===== src/rtl/sdma_pkg.sv =====
package sdma_pkg;
  typedef enum logic [1:0] {
    ST_IDLE,
    ST_ALIGN,
    ST_READ,
    ST_WRITE
  } sdma_state_e;
endpackage


===== src/rtl/sdma_trigger.sv =====
module sdma_trigger #(
  parameter int ADDR_W = 16,
  parameter int DATA_W = 8,
  parameter logic [ADDR_W-1:0] TRIG_ADDR = 16'h4014
) (
  input  logic              clk_i,
  input  logic              rst_ni,
  input  logic              cpu_we_i,
  input  logic [ADDR_W-1:0] cpu_addr_i,
  input  logic [DATA_W-1:0] cpu_wdata_i,
  input  logic              busy_i,
  output logic [DATA_W-1:0] page_o,
  output logic              start_o
);
  logic [DATA_W-1:0] page_q;

  assign start_o = cpu_we_i && (cpu_addr_i == TRIG_ADDR) && !busy_i;

  always_ff @(posedge clk_i or negedge rst_ni) begin
    if (!rst_ni)      page_q <= '0;
    else if (start_o) page_q <= cpu_wdata_i;
  end

  assign page_o = page_q;

  assert_page_hold_R7: assert property (@(posedge clk_i) disable iff (!rst_ni)
    busy_i |=> $stable(page_o));
endmodule


===== src/rtl/sdma_seq.sv =====
module sdma_seq
  import sdma_pkg::*;
#(
  parameter int ADDR_W = 16,
  parameter int DATA_W = 8,
  localparam int OFS_W = ADDR_W - DATA_W
) (
  input  logic              clk_i,
  input  logic              rst_ni,
  input  logic              start_i,
  input  logic [DATA_W-1:0] page_i,
  input  logic [DATA_W-1:0] mem_rdata_i,
  output logic              mem_rd_o,
  output logic [ADDR_W-1:0] mem_addr_o,
  output logic              spr_we_o,
  output logic [DATA_W-1:0] spr_wdata_o,
  output logic              busy_o,
  output logic              done_o
);
  sdma_state_e state_q, state_d;
  logic [OFS_W-1:0] cnt_q, cnt_d;
  logic done_q, done_d;
  logic last;

  assign last = (cnt_q == {OFS_W{1'b1}});

  always_comb begin
    state_d = state_q;
    cnt_d   = cnt_q;
    done_d  = 1'b0;
    unique case (state_q)
      ST_IDLE:  if (start_i) begin
                  state_d = ST_ALIGN;
                  cnt_d   = '0;
                end
      ST_ALIGN: state_d = ST_READ;
      ST_READ:  state_d = ST_WRITE;
      ST_WRITE: begin
        cnt_d = OFS_W'(cnt_q + 1'b1);
        if (last) begin
          state_d = ST_IDLE;
          done_d  = 1'b1;
        end else begin
          state_d = ST_READ;
        end
      end
      default:  state_d = ST_IDLE;
    endcase
  end

  always_ff @(posedge clk_i or negedge rst_ni) begin
    if (!rst_ni) begin
      state_q <= ST_IDLE;
      cnt_q   <= '0;
      done_q  <= 1'b0;
    end else begin
      state_q <= state_d;
      cnt_q   <= cnt_d;
      done_q  <= done_d;
    end
  end

  assign busy_o      = (state_q != ST_IDLE);
  assign done_o      = done_q;
  assign mem_rd_o    = (state_q == ST_READ);
  assign mem_addr_o  = {page_i, cnt_q};
  assign spr_we_o    = (state_q == ST_WRITE);
  assign spr_wdata_o = mem_rdata_i;

  assert_busy_on_start_R5: assert property (@(posedge clk_i) disable iff (!rst_ni)
    start_i |=> busy_o);
  assert_done_single_R6: assert property (@(posedge clk_i) disable iff (!rst_ni)
    done_o |=> !done_o);
  assert_done_after_busy_R6: assert property (@(posedge clk_i) disable iff (!rst_ni)
    done_o |-> (!busy_o && $past(busy_o)));
  assert_read_then_write_R3: assert property (@(posedge clk_i) disable iff (!rst_ni)
    mem_rd_o |=> spr_we_o);
endmodule


===== src/rtl/sdma_spr_mem.sv =====
module sdma_spr_mem #(
  parameter int ADDR_W = 16,
  parameter int DATA_W = 8,
  parameter int PTR_W  = 8,
  parameter logic [ADDR_W-1:0] PTR_ADDR = 16'h2003,
  localparam int DEPTH = 1 << PTR_W
) (
  input  logic              clk_i,
  input  logic              rst_ni,
  input  logic              cpu_we_i,
  input  logic [ADDR_W-1:0] cpu_addr_i,
  input  logic [DATA_W-1:0] cpu_wdata_i,
  input  logic              busy_i,
  input  logic              we_i,
  input  logic [DATA_W-1:0] wdata_i,
  input  logic [PTR_W-1:0]  raddr_i,
  output logic [DATA_W-1:0] rdata_o,
  output logic [PTR_W-1:0]  ptr_o
);
  logic [DATA_W-1:0] mem_q [DEPTH];
  logic [PTR_W-1:0]  ptr_q;
  logic              ptr_load;

  assign ptr_load = cpu_we_i && (cpu_addr_i == PTR_ADDR) && !busy_i;

  always_ff @(posedge clk_i or negedge rst_ni) begin
    if (!rst_ni)       ptr_q <= '0;
    else if (we_i)     ptr_q <= PTR_W'(ptr_q + 1'b1);
    else if (ptr_load) ptr_q <= PTR_W'(cpu_wdata_i);
  end

  always_ff @(posedge clk_i) begin
    if (we_i) mem_q[ptr_q] <= wdata_i;
  end

  assign rdata_o = mem_q[raddr_i];
  assign ptr_o   = ptr_q;

  assert_ptr_inc_R4: assert property (@(posedge clk_i) disable iff (!rst_ni)
    we_i |=> (ptr_q == PTR_W'($past(ptr_q) + 1'b1)));
  assert_we_busy_R4: assert property (@(posedge clk_i) disable iff (!rst_ni)
    we_i |-> busy_i);
  assert_ptr_hold_R8: assert property (@(posedge clk_i) disable iff (!rst_ni)
    (busy_i && !we_i) |=> $stable(ptr_q));
endmodule


===== src/rtl/sprite_dma.sv =====
module sprite_dma #(
  parameter int ADDR_W = 16,
  parameter int DATA_W = 8,
  parameter logic [ADDR_W-1:0] TRIG_ADDR = 16'h4014,
  parameter logic [ADDR_W-1:0] PTR_ADDR  = 16'h2003,
  localparam int OFS_W = ADDR_W - DATA_W
) (
  input  logic              clk_i,
  input  logic              rst_ni,
  input  logic              cpu_we_i,
  input  logic [ADDR_W-1:0] cpu_addr_i,
  input  logic [DATA_W-1:0] cpu_wdata_i,
  output logic [DATA_W-1:0] page_o,
  output logic              busy_o,
  output logic              done_o,
  output logic              mem_rd_o,
  output logic [ADDR_W-1:0] mem_addr_o,
  input  logic [DATA_W-1:0] mem_rdata_i,
  output logic [OFS_W-1:0]  spr_addr_o,
  input  logic [OFS_W-1:0]  spr_raddr_i,
  output logic [DATA_W-1:0] spr_rdata_o
);
  logic              start;
  logic              busy;
  logic              spr_we;
  logic [DATA_W-1:0] spr_wdata;

  sdma_trigger #(.ADDR_W(ADDR_W), .DATA_W(DATA_W), .TRIG_ADDR(TRIG_ADDR)) i_trigger (
    .clk_i, .rst_ni, .cpu_we_i, .cpu_addr_i, .cpu_wdata_i,
    .busy_i (busy),
    .page_o,
    .start_o(start)
  );

  sdma_seq #(.ADDR_W(ADDR_W), .DATA_W(DATA_W)) i_seq (
    .clk_i, .rst_ni,
    .start_i    (start),
    .page_i     (page_o),
    .mem_rdata_i,
    .mem_rd_o,
    .mem_addr_o,
    .spr_we_o   (spr_we),
    .spr_wdata_o(spr_wdata),
    .busy_o     (busy),
    .done_o
  );

  sdma_spr_mem #(.ADDR_W(ADDR_W), .DATA_W(DATA_W), .PTR_W(OFS_W), .PTR_ADDR(PTR_ADDR)) i_spr (
    .clk_i, .rst_ni, .cpu_we_i, .cpu_addr_i, .cpu_wdata_i,
    .busy_i (busy),
    .we_i   (spr_we),
    .wdata_i(spr_wdata),
    .raddr_i(spr_raddr_i),
    .rdata_o(spr_rdata_o),
    .ptr_o  (spr_addr_o)
  );

  assign busy_o = busy;

  assert_read_page_R3: assert property (@(posedge clk_i) disable iff (!rst_ni)
    mem_rd_o |-> (mem_addr_o[ADDR_W-1:OFS_W] == page_o));
endmodule


===== config.mk =====
export PLATFORM = sky130hd
export DESIGN_NAME = sprite_dma
export DESIGN_NICKNAME = d
export VERILOG_FILES = /design/src/rtl/sdma_pkg.sv /design/src/rtl/sdma_trigger.sv /design/src/rtl/sdma_seq.sv /design/src/rtl/sdma_spr_mem.sv /design/src/rtl/sprite_dma.sv
export SDC_FILE = /design/constraint.sdc
export NUM_CORES = 2
export LEC_CHECK = 0
export ABC_CLOCK_PERIOD_IN_PS = 6600
export BUFFER_PORTS_ARGS = -buffer_cell sky130_fd_sc_hd__buf_2
export CAP_MARGIN = 20
export CORE_AREA = 2 2 523 525
export DETAILED_ROUTE_END_ITERATION = 10
export DIE_AREA = 0 0 525 527
export RECOVER_POWER = 100
export SLEW_MARGIN = 10
export SYNTH_ARGS = -nofsm -noshare
export SYNTH_HDL_FRONTEND = slang
export SYNTH_SLANG_ARGS = --single-unit

===== constraint.sdc =====
create_clock -name clk_i -period 6.6 [get_ports clk_i]
set_input_delay 0.99 -clock clk_i [delete_from_list [all_inputs] [get_ports clk_i]]
set_output_delay 0.99 -clock clk_i [all_outputs]
set_load 0.02 [all_outputs]

Yosys cells after proc, flatten, opt, wreduce, memory -nomap -nowiden
Memories as Yosys holds them, arrays and structs flattened.
Index checks and enable logic that the tools add are counted.
{"block": "word_totals", "out_inout_bits": 43, "ram_bits": 2048, "wordCells": 36, "in_bits": 43, "mem_count": 1, "register_bits": 27}
{"name": "i_spr.mem_q", "words": 256, "word_bits": 8, "rd": 1, "rd_clocked_by_memory_dff": 0, "write_ports": 1, "line": "sdma_spr_mem.sv:20", "rtl": "logic [DATA_W-1:0] mem_q [DEPTH];"}
{"block": "classes", "n_eq_ne": 7, "reduce_logical": 10, "n_addsub": 2, "muxes": 11}
{"op": "$mux 8", "n": 3}
{"op": "$add 8x1->8 const B", "n": 2}
{"op": "$eq 16x14->1 const B", "n": 1}
{"op": "$eq 16x15->1 const B", "n": 1}
{"op": "$pmux 8 s2", "n": 1}
{"op": "$eq 8x8->1 const B", "n": 1}
{"op": "$pmux 2 s4", "n": 1}
{"op": "$reduce_bool 2->1", "n": 3}
{"op": "$eq 2x2->1 const B", "n": 2}
{"op": "$logic_and 1x1->1", "n": 4}
{"op": "$mux 1", "n": 4}
{"op": "$mux 2", "n": 2}
{"op": "$eq 2x1->1 const B", "n": 1}
{"op": "$logic_not 2->1", "n": 1}
{"op": "$ne 2x1->1 const B", "n": 1}
{"op": "$reduce_and 2->1", "n": 1}
{"op": "$logic_not 1->1", "n": 1}

Logic depth before layout (Yosys ltp)
{"block": "logic_depth", "word_depth": 5, "mapped_depth": 11, "depth_no_buf": 6}

Modules after synthesis
Synthesis repeated with hierarchy kept, for this count alone.
{"block": "unflattened", "hier_cells": 3951, "area_unflattened_um2": 81075.3}
{"module": "sdma_spr_mem", "seq_area_each_um2": 61699.2, "cells_per_inst": 3855, "n_inst": 1, "area_per_inst_um2": 80068.0}
{"module": "sdma_seq", "seq_area_each_um2": 275.3, "cells_per_inst": 70, "n_inst": 1, "area_per_inst_um2": 651.9}
{"module": "sdma_trigger", "seq_area_each_um2": 200.2, "cells_per_inst": 26, "n_inst": 1, "area_per_inst_um2": 355.3}

Worst setup path before layout
No wires, ideal clock.
{"block": "synth_path", "path_type": "input -> output", "from": "in spr_raddr_i[0]", "to": "out spr_rdata_o[0]", "path_buffers": 5, "arrival_ns": 3.048, "path_slack_ns": 2.562, "stages": 11, "required_ns": 5.610, "cell_sequence": "buf_6 > buf_12 > buf_12 > buf_12 > buf_12 > mux2i_1 > a22oi_1 > nand3_1 > a311oi_2 > a221oi_1 > nor4_1"}
{"block": "synth_via", "elab_chain_cells": 1}
{"item": "from (decl)", "line": "sprite_dma.sv:20", "rtl": "input logic [OFS_W-1:0] spr_raddr_i,"}
{"item": "$mem_v2 256x8"}
{"item": "to (decl)", "line": "sprite_dma.sv:21", "rtl": "output logic [DATA_W-1:0] spr_rdata_o"}
No other way between the ends.

Final worst setup path
{"block": "layout_path", "from": "in mem_rdata_i[4]", "to": "mem i_spr.mem_q[26][4] (data pin)"}
{"item": "from (decl)", "line": "sprite_dma.sv:18", "rtl": "input logic [DATA_W-1:0] mem_rdata_i,"}
{"item": "to (decl)", "line": "sdma_spr_mem.sv:20"}
Straight into the memory's write port.

==> impl_summary.txt <==
----------------------------------------------------
[STA]
  Count of pins over their slew limit ... 1100
  Tcrit/Tclk final ... 89.5%
  Final setup skew ... 28.3 ps
  Unrepaired setup endpoints after global routing ... false
  Setup violations, final ... 0
  Worst slew slack as a fraction of its limit ... -302%
  Final min period ... 5910 ps
  Setup slack after layout ... 693 ps
  Hold violation total from the final report ... 0
  Final-layout worst hold slack ... 407 ps
  Total Neg Setup Slack ... 0 ps
  Pin slew with the least headroom to its limit ... 6040 ps
  Fmax ... 169 MHz

[Setup path]
  Standard cell with the maximum stage delay on the critical path ... clkbuf_1
  Kind of launch point of the worst setup path ... input port
  Sort of element at the end of the critical path ... register
  Crit path required time ... 7070 ps
  Data arrival time of the worst path ... 6380 ps
  Critical path class ... input port to register
  Total buffers and inverters traversed by the critical path ... 2
  Sequence of cells on the critical path ... clkbuf_1 > buf_4
  Crit Path Max Fanout ... 114
  Slowest Stage Delay on Critical Path ... 4050 ps
  Top Family by Delay on Critical Path ... buffers and inverters

[Drt]
  Routed via count ... 40700
  Antenna-violating nets left ... 0
  DR vias/cell ... 5.17
  Final Routed Wirelength ... 210000 um
  Number of detailed-route iterations in the first pass ... 5
  Routed WL per cell ... 26.7 um
  DRC ... 0
  1st-iter DRT viols ... 4809

[CTS]
  Clock net sink count ... 2075
  Library cell used as clock root buffer ... clkbuf_16
  CTS hold repair buffers ... 0
  Clock Tree Buf Depth ... 3
  # resized after CTS ... 0
  Buffers inserted during post-CTS setup optimization ... 0
  Clock-pin slew of the registers on the worst-case setup and hold paths ... 60 ps
  Clock tree from TritonCTS ... done
  Number of H-tree levels ... 4
  Worst-skew pair later-pin latency ... 840 ps
  Number of clock buffers inserted by TritonCTS ... 202

[Final layout]
  Layout net count ... 4168
  End-of-flow core utilization ... 33.8%
  Layout filler cell count ... 25300
  Layout Area Growth over Synthesis ... 13.4%
  Fraction of final layout cells with drive strength greater than 1 ... 20.8%
  Post-layout instance area ... 0.0918 mm^2

[Synth]
  Async set-or-reset flop fraction in the synthesized netlist ... 1.30%
  Leading area contributor after synthesis ... edfxtp_1
  Nets in the synthesized netlist ... 3981
  Sequential share of the synthesized area ... 76.8%
  Average size of a mapped cell ... 20.6 um^2
  Cell Area, Synth ... 0.0810 mm^2
  Post-synth top flop ... edfxtp_1
  Yosys cell types ... 65
  Synth Instances ... 3933
  Seq cells post-synth ... 2075
  YS warnings ... 0
  Cell types with the largest area share after synthesis ... edfxtp_1, mux4_2, mux2i_1
  Number of enable-type register cells in the synthesized netlist ... 2048
  Fraction of synthesized cell area taken by the top area cell type ... 75.9%

[Power and ir drop]
  Switching power ... 0.00662 W
  Part of the power in the clock network ... 39.3%
  P per Cell Area ... 307 mW/mm^2
  Proportion of power drawn by flip-flops and latches ... 52.6%
  Pleak ... 28.0 nW
  Internal Pwr Total ... 0.0215 W
  Fraction of power spent switching nets ... 23.5%
  Combinational group share of total power ... 8.1%
  Maximum vdd ir drop ... 0.000288 V

[Global routing]
  Vias in the first global route ... 40200
  Antenna violations before repair ... 22
  Maximum number of pins on one net before global-route repair ... 163
  Wire length of the first global-routing pass ... 299000 um
  Remaining global-route overflow ... 0
  Global Route Usage Sum ... 14.8%

[Place]
  Standard cell area after detailed placement ... 0.0857 mm^2
  Place WS ... 854 ps
  Number of port buffers ... 85
  Final estimated routing congestion in global placement ... 0.829
  Half-perimeter wire length after placement ... 127000 um

[Floorplanning]
  Die ar. ... 0.277 mm^2
  Effective utilization at floorplan ... 29.8%
  DIE HEIGHT ... 527 um
  Io pins ... 86
  Chip width ... 525 um
  Cell row count ... 192
  CORE AREA ... 0.272 mm^2

[Run status]
  Failing checks ... max-capacitance violations, max-slew violations
  Outcome ... finished with violations

[Worst hold path]
  Classification of the worst-slack hold path ... input port to register

[Job]
  Max-cap violation count ... 24

----------------------------------------------------
==> state kept, by name, indices dropped and copies added, names as in the netlist <==
name              count
i_spr.mem_q        2048
i_seq.done_o          1
i_seq.cnt_q           8
i_trigger.page_o      8
i_spr.ptr_o           8
i_seq.state_q         2
==> per-layer routing <==
metal  vias to the layer above  GRT usage, %  wire [um]
met2                      1943          23.4      98000
met1                     21700          20.7      88800
li1                      16800             -          -
met3                       321          2.85      17300
met4                         4          4.31       5720
met5                         -             0         26
==> metrics by stage <==
| step | total power, W | std cells |
|---|---|---|
| global placement | 0.0173 | 7495 |
| detailed placement | 0.0173 | 7500 |
| global route | 0.0289 | 7874 |
| CTS | 0.0283 | 7867 |
| floorplan | 0.0162 | 3933 |
| finish | 0.0282 | 7875 |
==> area by class of cell <==
class	count	area [um^2]	area share, %
clock buffer	254	5340	5.81
multi-input combinational	1604	17200	18.7
sequential	2075	62200	67.7
inverter	4	15.0	0.0164
clock inverter	113	922	1.00
timing repair buffer	233	1680	1.83
tap	3589	4490	4.89
antenna	3	7.51	0.00818
==> synth_stat cells (all sizes together) (8+ instances only) <==
master  instances
or2            13
dfrtp          27
mux2i         173
buf           147
mux2            9
a22o           13
nand2          71
o21ai          28
nor3           36
o221ai         35
edfxtp       2048
a221oi         18
a22oi         155
clkbuf        103
nor4           27
nand2b          8
nor2b          23
nand4           9
a211oi          9
nand3          42
a21oi          87
nor2          290
o22ai          49
mux4          426
==> cell families (layout without fill, tap and decap cells) <==
kind of cell / count (synthesis) / in the layout / share of synthesized area [%]
adders and majority gates: 5 / 5 / 0.0773
xor gates and xnor gates: 5 / 5 / 0.0541
buffers and inverters: 254 / 604 / 2.05
muxes: 608 / 608 / 14.1
and+or+nand+nor: 553 / 553 / 3.16
AOI/OAI and AO/OA: 433 / 433 / 3.73
DFF: 2075 / 2075 / 76.8
other: 0 / 3 / 0
==> cell usage in the layout (no fill, tap or decap), drive strengths merged, types with 27 or more instances in the layout <==
cell / instances
o22ai: 49
mux4: 426
o21ai: 28
edfxtp: 2048
nand3: 42
o221ai: 35
dfrtp: 27
a22oi: 155
nand2: 71
clkinv: 91
nor3: 36
nor2: 290
clkbuf: 316
a21oi: 87
nor4: 27
mux2i: 173
buf: 169
==> power by group through the flow <==
stage               clock (W)  sequential (W)  combinational, W
global route           0.0117          0.0148           0.00237
floorplan                   0          0.0150           0.00111
global placement            0          0.0150           0.00226
CTS                    0.0112          0.0148           0.00230
detailed placement          0          0.0151           0.00229
finish                 0.0111          0.0148           0.00227
==> path summary, 6_finish.rpt <==
check,from,end,slack (ps),cells after the start
worst min-delay path,cpu_wdata_i[3],i_spr.ptr_o[3],410,3
worst max register to register,i_spr.ptr_o[0],i_spr.mem_q[15][6],1540,4
min in group asynchronous,rst_ni,i_trigger.page_o[6],520,1
max in group asynchronous,rst_ni,i_spr.ptr_o[6],5220,1
worst max-delay path,mem_rdata_i[4],i_spr.mem_q[26][4],690,2
worst min register to register,i_trigger.page_o[2],i_trigger.page_o[2],540,1
No activity file was read; power rests on OpenSTA's default activity.
